$ cat src/rtl/maskgpio_pkg.sv
package maskgpio_pkg;
   // Which register an access falls on
   typedef enum logic [1:0] {
      SEL_NONE = 2'd0,
      SEL_DATA = 2'd1,
      SEL_DIR  = 2'd2
   } reg_sel_e;
endpackage

$ cat src/rtl/maskgpio_decode.sv
module maskgpio_decode
   import maskgpio_pkg::*;
#(
   parameter int ADDR_W     = 12,
   parameter int PORT_W     = 8,
   parameter int DIR_OFFSET = 'h400
) (
   input  logic [ADDR_W-1:2] addr_word,
   output reg_sel_e          sel,
   output logic [PORT_W-1:0] mask
);
   localparam int WIN_BITS = PORT_W + 2;
   localparam logic [ADDR_W-1:0] DIR_ADDR = ADDR_W'(DIR_OFFSET);

   generate
      if (ADDR_W <= WIN_BITS) begin : g_bad_addr
         $error("maskgpio_decode: ADDR_W must exceed PORT_W+2");
      end
      if (DIR_OFFSET < (1 << WIN_BITS)) begin : g_bad_dir
         $error("maskgpio_decode: direction register overlaps the data window");
      end
   endgenerate

   // mask bit i comes from address bit i+2
   assign mask = addr_word[WIN_BITS-1:2];

   always_comb begin
      if (addr_word[ADDR_W-1:WIN_BITS] == '0)
         sel = SEL_DATA;
      else if (addr_word == DIR_ADDR[ADDR_W-1:2])
         sel = SEL_DIR;
      else
         sel = SEL_NONE;
   end
endmodule

$ cat src/rtl/maskgpio_sync.sv
module maskgpio_sync #(
   parameter int W      = 8,
   parameter int STAGES = 2
) (
   input  logic         clk,
   input  logic         rst_n,
   input  logic [W-1:0] d,
   output logic [W-1:0] q
);
   generate
      if (STAGES < 0) begin : g_bad
         $error("maskgpio_sync: STAGES must not be negative");
      end else if (STAGES == 0) begin : g_bypass
         assign q = d;
      end else begin : g_chain
         logic [W-1:0] stg [STAGES];
         always_ff @(posedge clk or negedge rst_n) begin
            if (!rst_n) begin
               for (int s = 0; s < STAGES; s++) stg[s] <= '0;
            end else begin
               stg[0] <= d;
               for (int s = 1; s < STAGES; s++) stg[s] <= stg[s-1];
            end
         end
         assign q = stg[STAGES-1];
      end
   endgenerate
endmodule

$ cat src/rtl/maskgpio_pinbank.sv
module maskgpio_pinbank #(
   parameter int PORT_W = 8
) (
   input  logic              clk,
   input  logic              rst_n,
   input  logic              wr_data_en,
   input  logic              wr_dir_en,
   input  logic [PORT_W-1:0] mask,
   input  logic [PORT_W-1:0] wdata,
   input  logic [PORT_W-1:0] pin_sync,
   output logic [PORT_W-1:0] dir_q,
   output logic [PORT_W-1:0] view,
   output logic [PORT_W-1:0] pin_out,
   output logic [PORT_W-1:0] pin_oe
);
   logic [PORT_W-1:0] latch_q;

   generate
      for (genvar i = 0; i < PORT_W; i++) begin : g_pin
         always_ff @(posedge clk or negedge rst_n) begin
            if (!rst_n)
               latch_q[i] <= 1'b0;
            else if (wr_data_en && mask[i])
               latch_q[i] <= wdata[i];
         end

         always_ff @(posedge clk or negedge rst_n) begin
            if (!rst_n)
               dir_q[i] <= 1'b0;
            else if (wr_dir_en)
               dir_q[i] <= wdata[i];
         end

         assign view[i]    = dir_q[i] ? latch_q[i] : pin_sync[i];
         assign pin_out[i] = dir_q[i] & latch_q[i];
         assign pin_oe[i]  = dir_q[i];
      end
   endgenerate


   masked_keep_chk: assert property (@(posedge clk) disable iff (!rst_n)
      wr_data_en |=> ((latch_q & ~$past(mask)) == ($past(latch_q) & ~$past(mask))));


   masked_load_chk: assert property (@(posedge clk) disable iff (!rst_n)
      wr_data_en |=> ((latch_q & $past(mask)) == ($past(wdata) & $past(mask))));


   dir_load_chk: assert property (@(posedge clk) disable iff (!rst_n)
      wr_dir_en |=> (pin_oe == $past(wdata)));
endmodule

$ cat src/rtl/maskgpio_port.sv
module maskgpio_port
   import maskgpio_pkg::*;
#(
   parameter int BUS_W       = 32,
   parameter int ADDR_W      = 12,
   parameter int PORT_W      = 8,
   parameter int DIR_OFFSET  = 'h400,
   parameter int SYNC_STAGES = 2
) (
   input  logic              clk,
   input  logic              rst_n,
   input  logic              bus_sel,
   input  logic              bus_wr,
   input  logic [ADDR_W-1:0] bus_addr,
   input  logic [BUS_W-1:0]  bus_wdata,
   output logic [BUS_W-1:0]  bus_rdata,
   input  logic [PORT_W-1:0] pin_in,
   output logic [PORT_W-1:0] pin_out,
   output logic [PORT_W-1:0] pin_oe
);
   localparam int PAD_W = BUS_W - PORT_W;

   generate
      if (BUS_W <= PORT_W) begin : g_bad_bus
         $error("maskgpio_port: BUS_W must exceed PORT_W");
      end
   endgenerate

   reg_sel_e          sel;
   logic [PORT_W-1:0] mask;
   logic [PORT_W-1:0] pin_sync;
   logic [PORT_W-1:0] dir_q;
   logic [PORT_W-1:0] view;
   logic              rd_req;
   logic              wr_req;
   logic              unused_bits;

   assign unused_bits = ^{bus_addr[1:0], bus_wdata[BUS_W-1:PORT_W]};
   assign rd_req = bus_sel && !bus_wr;
   assign wr_req = bus_sel && bus_wr;

   maskgpio_decode #(
      .ADDR_W(ADDR_W), .PORT_W(PORT_W), .DIR_OFFSET(DIR_OFFSET)
   ) u_decode (
      .addr_word (bus_addr[ADDR_W-1:2]),
      .sel       (sel),
      .mask      (mask)
   );

   maskgpio_sync #(
      .W(PORT_W), .STAGES(SYNC_STAGES)
   ) u_sync (
      .clk   (clk),
      .rst_n (rst_n),
      .d     (pin_in),
      .q     (pin_sync)
   );

   maskgpio_pinbank #(
      .PORT_W(PORT_W)
   ) u_bank (
      .clk        (clk),
      .rst_n      (rst_n),
      .wr_data_en (wr_req && (sel == SEL_DATA)),
      .wr_dir_en  (wr_req && (sel == SEL_DIR)),
      .mask       (mask),
      .wdata      (bus_wdata[PORT_W-1:0]),
      .pin_sync   (pin_sync),
      .dir_q      (dir_q),
      .view       (view),
      .pin_out    (pin_out),
      .pin_oe     (pin_oe)
   );

   always_ff @(posedge clk or negedge rst_n) begin
      if (!rst_n) begin
         bus_rdata <= '0;
      end else if (rd_req) begin
         unique case (sel)
            SEL_DATA: bus_rdata <= {{PAD_W{1'b0}}, view & mask};
            SEL_DIR:  bus_rdata <= {{PAD_W{1'b0}}, dir_q};
            default:  bus_rdata <= '0;
         endcase
      end
   end


   read_mask_chk: assert property (@(posedge clk) disable iff (!rst_n)
      (rd_req && sel == SEL_DATA) |=> ((bus_rdata[PORT_W-1:0] & ~$past(mask)) == '0));


   upper_zero_chk: assert property (@(posedge clk) disable iff (!rst_n)
      bus_rdata[BUS_W-1:PORT_W] == '0);


   rdata_hold_chk: assert property (@(posedge clk) disable iff (!rst_n)
      !rd_req |=> $stable(bus_rdata));
endmodule

$ cat config.mk
export PLATFORM = sky130hd
export DESIGN_NAME = maskgpio_port
export DESIGN_NICKNAME = d
export VERILOG_FILES = /design/src/rtl/maskgpio_pkg.sv /design/src/rtl/maskgpio_decode.sv /design/src/rtl/maskgpio_sync.sv /design/src/rtl/maskgpio_pinbank.sv /design/src/rtl/maskgpio_port.sv
export SDC_FILE = /design/constraint.sdc
export NUM_CORES = 1
export LEC_CHECK = 0
export BUFFER_PORTS_ARGS = -buffer_cell sky130_fd_sc_hd__buf_4
export CAP_MARGIN = 20
export CORE_ASPECT_RATIO = 2
export CORE_MARGIN = 1.5
export CORE_UTILIZATION = 43
export CTS_CLUSTER_SIZE = 24
export DETAILED_ROUTE_END_ITERATION = 10
export PLACE_DENSITY_LB_ADDON = 0.2
export SLEW_MARGIN = 5
export SYNTH_ARGS = -nofsm -noshare
export SYNTH_HDL_FRONTEND = slang
export SYNTH_SLANG_ARGS = --single-unit
$ cat constraint.sdc
create_clock -name clk -period 1.15 [get_ports clk]
set_input_delay 0.0575 -clock clk [delete_from_list [all_inputs] [get_ports clk]]
set_output_delay 0.0575 -clock clk [all_outputs]
set_load 0.005 [all_outputs]
==> metrics list, run 1 <==
- RSZ-0062 raised after global routing: false
- Final hold violation count: 0
- Across the routed clock network, the largest skew measured is a little over 0.004 ns.
- At the worst endpoint, the required time is about 1.1 ns.
* Max IR drop VDD: between 800 and 900 µV
* Most frequent cells in the layout: buf_4 (69), dfrtp_1 (39), conb_1 (24)
- Detail Route Antenna Nets: 0
* Count of cells along the worst register-to-register path: 3
- The final critical path takes up a little over nine tenths of the cycle.
* Sw Ratio: 24.04%
- Summed over all layers, the routed wires come to ~3800 µm.
- After filler insertion, the fill cell instance count of the layout stands at approximately 380.
- Total negative slack for setup checks: 0 ns
- For the worst setup path, the data arrival time is 1.03 ns.
- Detailed placement ended at an HPWL of between 2000 and 3000 µm.
- Summing the sequential cell areas from Yosys gives a little under three fifths of the chip area.
- Headroom to the max-slew limit: a little over a third
- Largest stage delay on the critical path: about 0.43 ns
* Count of antenna diodes in the layout: 0
- The slowest stage of the critical path is the dfrtp_1 cell.
- After clock tree synthesis, the clock-pin slew on the worst setup and hold paths is approximately 0.070 ns.
- The detailed router put a total of around 1300 µm of wire on met1.
- TritonCTS clock tree: built
- Die width: 48.69 µm
- Met2 wire length: roughly 2200 µm
- Worst reg2reg path startpoint: u_bank.dir_q[2]
- The library cell used most frequently in the layout, excluding fill and tap cells, is buf_4.
- Start point of the worst hold path: bus_wdata[0]
- For this block, the via count after detailed routing is 1330.
* Destination of the worst register-to-register timing path: bus_rdata[2]
* Power per standard cell area: approximately 1200 nW/µm²
* Top-Level Pins: ~100
- Total stage count of the critical path: 2
* Library cells used by synthesis: 17
* Final setup fails: 0
- The worst hold path terminates at u_bank.latch_q[0].
- Final Util: between 60% and 70%
* Chip height: around 94 µm
* Clock Path Buffers: 2
- The routed design uses between 150 and 200 µm of met3 wire.
* Vias in the first global route: ~1300
- Hold Path Cell Cnt: 2
* Fraction of power consumed by the clock network: between 30% and 40%
- The worst setup path is captured at an output pin.
* Standard cell core area: around 4000 µm²
- The floorplan step defined a die boundary enclosing between 4000 and 5000 µm².
* Global-route wire length before repair: between 5000 and 6000 µm
- Flop2flop setup slack: 0.08 ns
* Vias/cell: around 4.7
- For the pin with the worst max-slew slack, the measured transition is roughly 0.96 ns.
- HP Class: primary input to flop
* Max_cap viols: 0
* Upper clock frequency limit: 0.9162 GHz
* Yosys Warn Count: 0
- CP Buf/Inv Count: 1
- In this run the top signal layer used is met4.
- Clock sink count: 40
- Routability Congestion: between 0.7 and 0.8
- Iter 0 DRT Violations: 11
- Critical-path cell list: and2_1, buf_4
- The area growth from synthesis to layout is 38.47%.
- STA classifies the critical path startpoint as a flop.
- Insertion delay to the later sink of the worst-skew pair: 0.29 ns
* Mean cell area of the mapped netlist: 12.13 µm²
- Cell area after synthesis: roughly 1800 µm²
* Number of H-tree levels: 2
- Share of power burned in combinational logic: between 10 and 15%
- Number of buffers added by the clock tree synthesis step: 5
* Ratio of cells with drive above 1 in the final layout: 41.63%
- Internal power comes to 2.194 mW.
- Before antenna repair, the detailed router went through 4 iterations.
* Final period demand of the worst path: roughly 1.1 ns
* FF+latch count, synth: 40
- Synthesized instance count: 148
- The initial antenna violation count was 0.
- The floorplan has 33 rows.
* Result of the run: complete, no violations
- Final global-route overflow total: 0
* Global routing usage summed across all routing layers: between 15 and 20%
- Input and output buffers added on the ports amount to 53.
* Maximum number of pins on one net before global-route repair: roughly 40
- Total leakage power: 1.228 nW
- After the last flow step, the layout net total stands at 289.
- Initial core utilization: between 40% and 50%
- Drt wl/cell: 13.20 µm
* Final routed DRC violation total: 0
- Sequential power share: 55.1%
* Family with the most delay on the worst path: flip-flops
* Kind of critical path: flop to output pin
- P_sw: 0.6945 mW
* Critical path peak fanout: 5
* Slew Viols, Final: 0
* Cell at the root of the clock tree: clkbuf_8
==> worst reg2reg max path, stage by stage (launching register included) <==
cell and delay, ns:
dfrtp_1 0.40, and2_1 0.16, o211ai_1 0.22, a31oi_1 0.12
==> through the flow <==
stage	instance area [µm²]	hold WS (ns)	setup slack (ns)	power [mW]	cells
floorplan	1882	-0.2381	-0.01591	1.825	171
global placement	2236	0.04765	-0.1499	1.990	260
detailed placement	2236	0.05756	-0.1782	2.013	260
CTS	2427	0.0002668	0.02020	2.924	278
global route	2486	0.002211	0.001263	3.063	285
finish	2486	0.01143	0.05851	2.889	285
==> sequential cells by signal (all words and copies together) (netlist names) <==
signal / flops
bus_rdata: 8
u_bank.dir_q: 8
u_bank.latch_q: 8
u_sync.g_chain.stg: 8
u_sync.q: 8
==> cell type report <==
class                   count  area (µm²)  share of cell area, %
repair buffers             82       648.1                  26.07
multi-input cells         104       689.4                  27.73
flip-flops and latches     40        1002                  40.31
clock buffers               5       68.82                  2.768
clock inverters             2       12.51                 0.5033
well taps                  52       65.06                  2.617
==> worst max-delay path by stage <==
stage / from / to
after floorplan: bus_addr[5] / u_bank.dir_q[0]
after global placement: bus_addr[5] / u_bank.dir_q[1]
after detailed placement: bus_addr[5] / u_bank.dir_q[7]
after CTS: u_bank.dir_q[2] / bus_rdata[2]
after global routing: u_bank.dir_q[5] / pin_out[5]
final: u_bank.dir_q[4] / pin_out[4]
==> repair_timing <==
action                                  4_1_cts  5_1_grt
hold buffers                                 11        2
setup buffers                                 0        5
gates resized for setup                       0        1
hold endpoints to repair                     51        3
endpoints found under the setup margin        0        5
==> synthesized netlist by cell type, drive strengths merged <==
| cell type | number | area (µm²) |
|---|---|---|
| o211ai | 8 | 60.06 |
| a31oi | 8 | 50.05 |
| buf | 24 | 180.2 |
| nor4b | 1 | 23.77 |
| nor2b | 9 | 56.30 |
| nor4 | 1 | 21.27 |
| mux2 | 16 | 180.2 |
| nand4b | 1 | 23.77 |
| and2 | 8 | 50.05 |
| nand4 | 8 | 50.05 |
| conb | 1 | 3.750 |
| clkbuf | 3 | 11.26 |
| nor2 | 10 | 40.04 |
| dfrtp | 40 | 1001 |
| nor4bb | 1 | 10.01 |
| nand2 | 9 | 33.78 |
==> logic make-up after synthesis <==
logic type	Yosys count	synth area share [%]
mux	16	10.03
other cells	1	0.2089
compound gates	16	6.133
simple gates	48	17.21
flops	40	55.75
buf+inv	27	10.66
==> power by group through the flow <==
stage / Clock [mW] / Combinational, mW / Sequential [mW]
after global placement: 0 / 0.378 / 1.61
after global routing: 0.984 / 0.473 / 1.61
after CTS: 0.909 / 0.423 / 1.59
final: 0.872 / 0.426 / 1.59
after floorplan: 0 / 0.217 / 1.61
after detailed placement: 0 / 0.392 / 1.62
==> layer usage <==
metal / global-route usage, % / vias up
li1: - / 637
met1: 16.74 / 638
met2: 32.31 / 47
met3: 4.430 / 8
met4: 8.571 / 0
met5: 0 / -
(Power assumes the default switching activity.)
==> run 2, diff against run 1 <==
Settings changed: CORE_ASPECT_RATIO 2 to 1.75.
==> run 2 against run 1 <==
  * Combinational power fell by 4%
  * Die area fell by 0.18%
  * Routed wire length fell by 6.8%
  * Largest power group unchanged
  * Highest routed layer unchanged
  * Critical endpoint is now pin_out[1]
==> metrics list, run 2 (synthesized netlist as in run 1, its figures left out) <==
* Result of the run: complete, no violations
- The final RePlAce weighted congestion is 0.7477 (-4.3%).
- Register clock-pin slew on the reported worst setup and hold paths: 0.07 ns (about the same)
- TritonCTS clock tree: built
- The number of clock sinks is 40 (unchanged).
- The deepest level of the CTS H-tree is 2 (unchanged).
- Vias in the first global route: 1274 (-3.6%)
- Number of iterations in the first detailed-routing pass: 2 (-2)
- Die width: 51.85 µm (+6.5%)
- The number of gates resized after cts came to 0 (unchanged).
* Final hold violation count: 0 (unchanged)
* HP Class: primary input to flop
- The worst slew margin relative to its limit is 37.21% (+1.3 points).
* Commonest non-fill, non-tap cell in the layout: buf_4
- Insertion delay to the later sink of the worst-skew pair: 0.28 ns (about the same)
- Worst-Margin Slew: 0.9400 ns (-0.01992 ns)
- Worst Path Required: 1.09 ns (about the same)
* RSZ-0062 raised after global routing: false
- STA classifies the critical path startpoint as a flop.
- The setup TNS after final layout is 0 ns (unchanged).
- Vias after detailed routing: 1279 (-3.8%)
- The total number of nets in the final design is 280 (-3.1%).
* Kind of critical path: flop to output pin
- Critical path peak fanout: 5 (unchanged)
- The final critical-path share of the clock period is 94.86% (about the same).
- STA classifies the critical path endpoint as an output pin.
* Slew Viols, Final: 0 (unchanged)
- The data arrival time at the worst-slack endpoint came to 1.03 ns (about the same).
- The initial standard-cell utilization of the core is 45.56% (+1.2 points).
* FP Rows: 30 (-9.1%)
* Final period demand of the worst path: 1.091 ns (-0.0006295 ns)
* Clock Path Buffers: 2 (unchanged)
- Max IR drop VDD: 1118 µV (+31%)
- The worst hold margin was 0.01400 ns (+0.002575 ns).
- Relative to the synthesized area, the layout overhead comes to 36.45%.
* Post-DP HPWL: 2791 µm (-1.2%)
* Post-placement worst setup slack: -0.1504 ns (+0.02787 ns)
- Total Die Area: 4587 µm² (-0.18%)
- The number of max-cap violations is 0 (unchanged).
- Total leakage power: 1.210 nW (-1.5%)
- The number of DRC violations after detailed-routing iteration 0 was 19 (+8).
* Chip height: 88.48 µm (-6.3%)
- Global-route wire length before repair: 5630 µm (-4.2%)
- The cell sitting at the root of the clock tree is a clkbuf_8.
- The initial antenna violation count came to 0 (unchanged).
* Number of cells after detailed placement: 255 (-1.9%)
* Power per standard cell area: 1346 nW/µm² (+16%)
* Detail Route Antenna Nets: 0 (unchanged)
* Count of antenna diodes in the layout: 0 (unchanged)
- Non-filler instance count after layout: 272 (-4.6%)
* Global routing usage summed across all routing layers: 16.62% (-0.46 points)
* Number of buffers added by the clock tree synthesis step: 5 (unchanged)
- The pin count of the biggest net entering global routing came to 41 (unchanged).
- Count of cells along the worst register-to-register path: 3 (unchanged)
- The post-route core utilization is 62.16% (+0.72 points).
* Most frequent cells in the layout: buf_4 (64), dfrtp_1 (40), conb_1 (24)
- The placeable core area was 3941 µm² (-2.6%).
* Final worst clock skew: 0.002741 ns (-0.001301 ns)
- Upper clock frequency limit: 0.9167 GHz (about the same)
- The remaining design rule violation count was 0 (unchanged).
- Ratio of cells with drive above 1 in the final layout: 40.63% (-1.0 points)
- The routed via count divided by cell count came to 4.702 (+0.76%).
- Hold Path Cell Cnt: 2 (unchanged)
- Final setup fails: 0 (unchanged)
- The total I/O pin count is 104 (unchanged).
- The worst path setup slack after routing came to 0.05914 ns (+0.0006295 ns).
* Final global-route overflow total: 0 (unchanged)
* Final WL: 3507 µm (-6.8%)
- The average routed wire per standard cell is 12.89 µm (-2.3%).
- The count of buffers from port buffering is 53 (unchanged).
run 2: where the power goes:
group	switching [mW]	leakage, nW	total, mW	internal [mW]
Clock	0.445	0.0642	1.30	0.854
Sequential	0.0547	0.492	1.59	1.54
Combinational	0.172	0.655	0.408	0.236
Total	0.672	1.21	3.30	2.63
run 2: what timing repair did:
item	4_1_cts	5_1_grt
hold endpoints to repair	48	0
setup buffers	0	1
hold buffers	9	0
setup endpoints to repair	0	2
run 2: final timing paths:
kind / startpoint / endpoint / slack [ns]
setup / recovery: u_bank.dir_q[1] / pin_out[1] / 0.06
hold / removal: bus_wdata[7] / u_bank.dir_q[7] / 0.01
setup reg to reg: u_bank.dir_q[5] / bus_rdata[5] / 0.06
hold reg to reg: u_sync.g_chain.stg[12] / u_sync.q[4] / 0.35
max in group asynchronous: rst_n / u_bank.latch_q[0] / 0.55
min in group asynchronous: rst_n / u_bank.dir_q[3] / 0.27
run 2: cell type report:
type	instances	area, µm²
Sequential cell	40	1001
Clock buffer	5	68.82
Tap cell	48	60.06
Clock inverter	2	60.06
Fill cell	349	1491
Multi-Input combinational cell	104	689.4
Timing Repair Buffer	73	570.5
run 2: stage by stage:
step	cell area (µm²)	total power, mW
floorplan	1882	1.825
global placement	2223	1.990
detailed placement	2223	2.009
CTS	2442	3.350
global route	2450	3.456
finish	2450	3.298
run 2: routing by layer:
layer | track usage, % | up-vias | wire, µm
met5 | 0 | - | 0
met4 | 7.656 | 0 | 35
met3 | 3.885 | 4 | 188
met2 | 29.11 | 49 | 2007
met1 | 18.67 | 608 | 1276
li1 | - | 618 | -
run 2: worst max-delay path, stage by stage (launching register included):
cell	delay (ns)
dfrtp_1	0.43
and2_1	0.19
buf_4	0.14
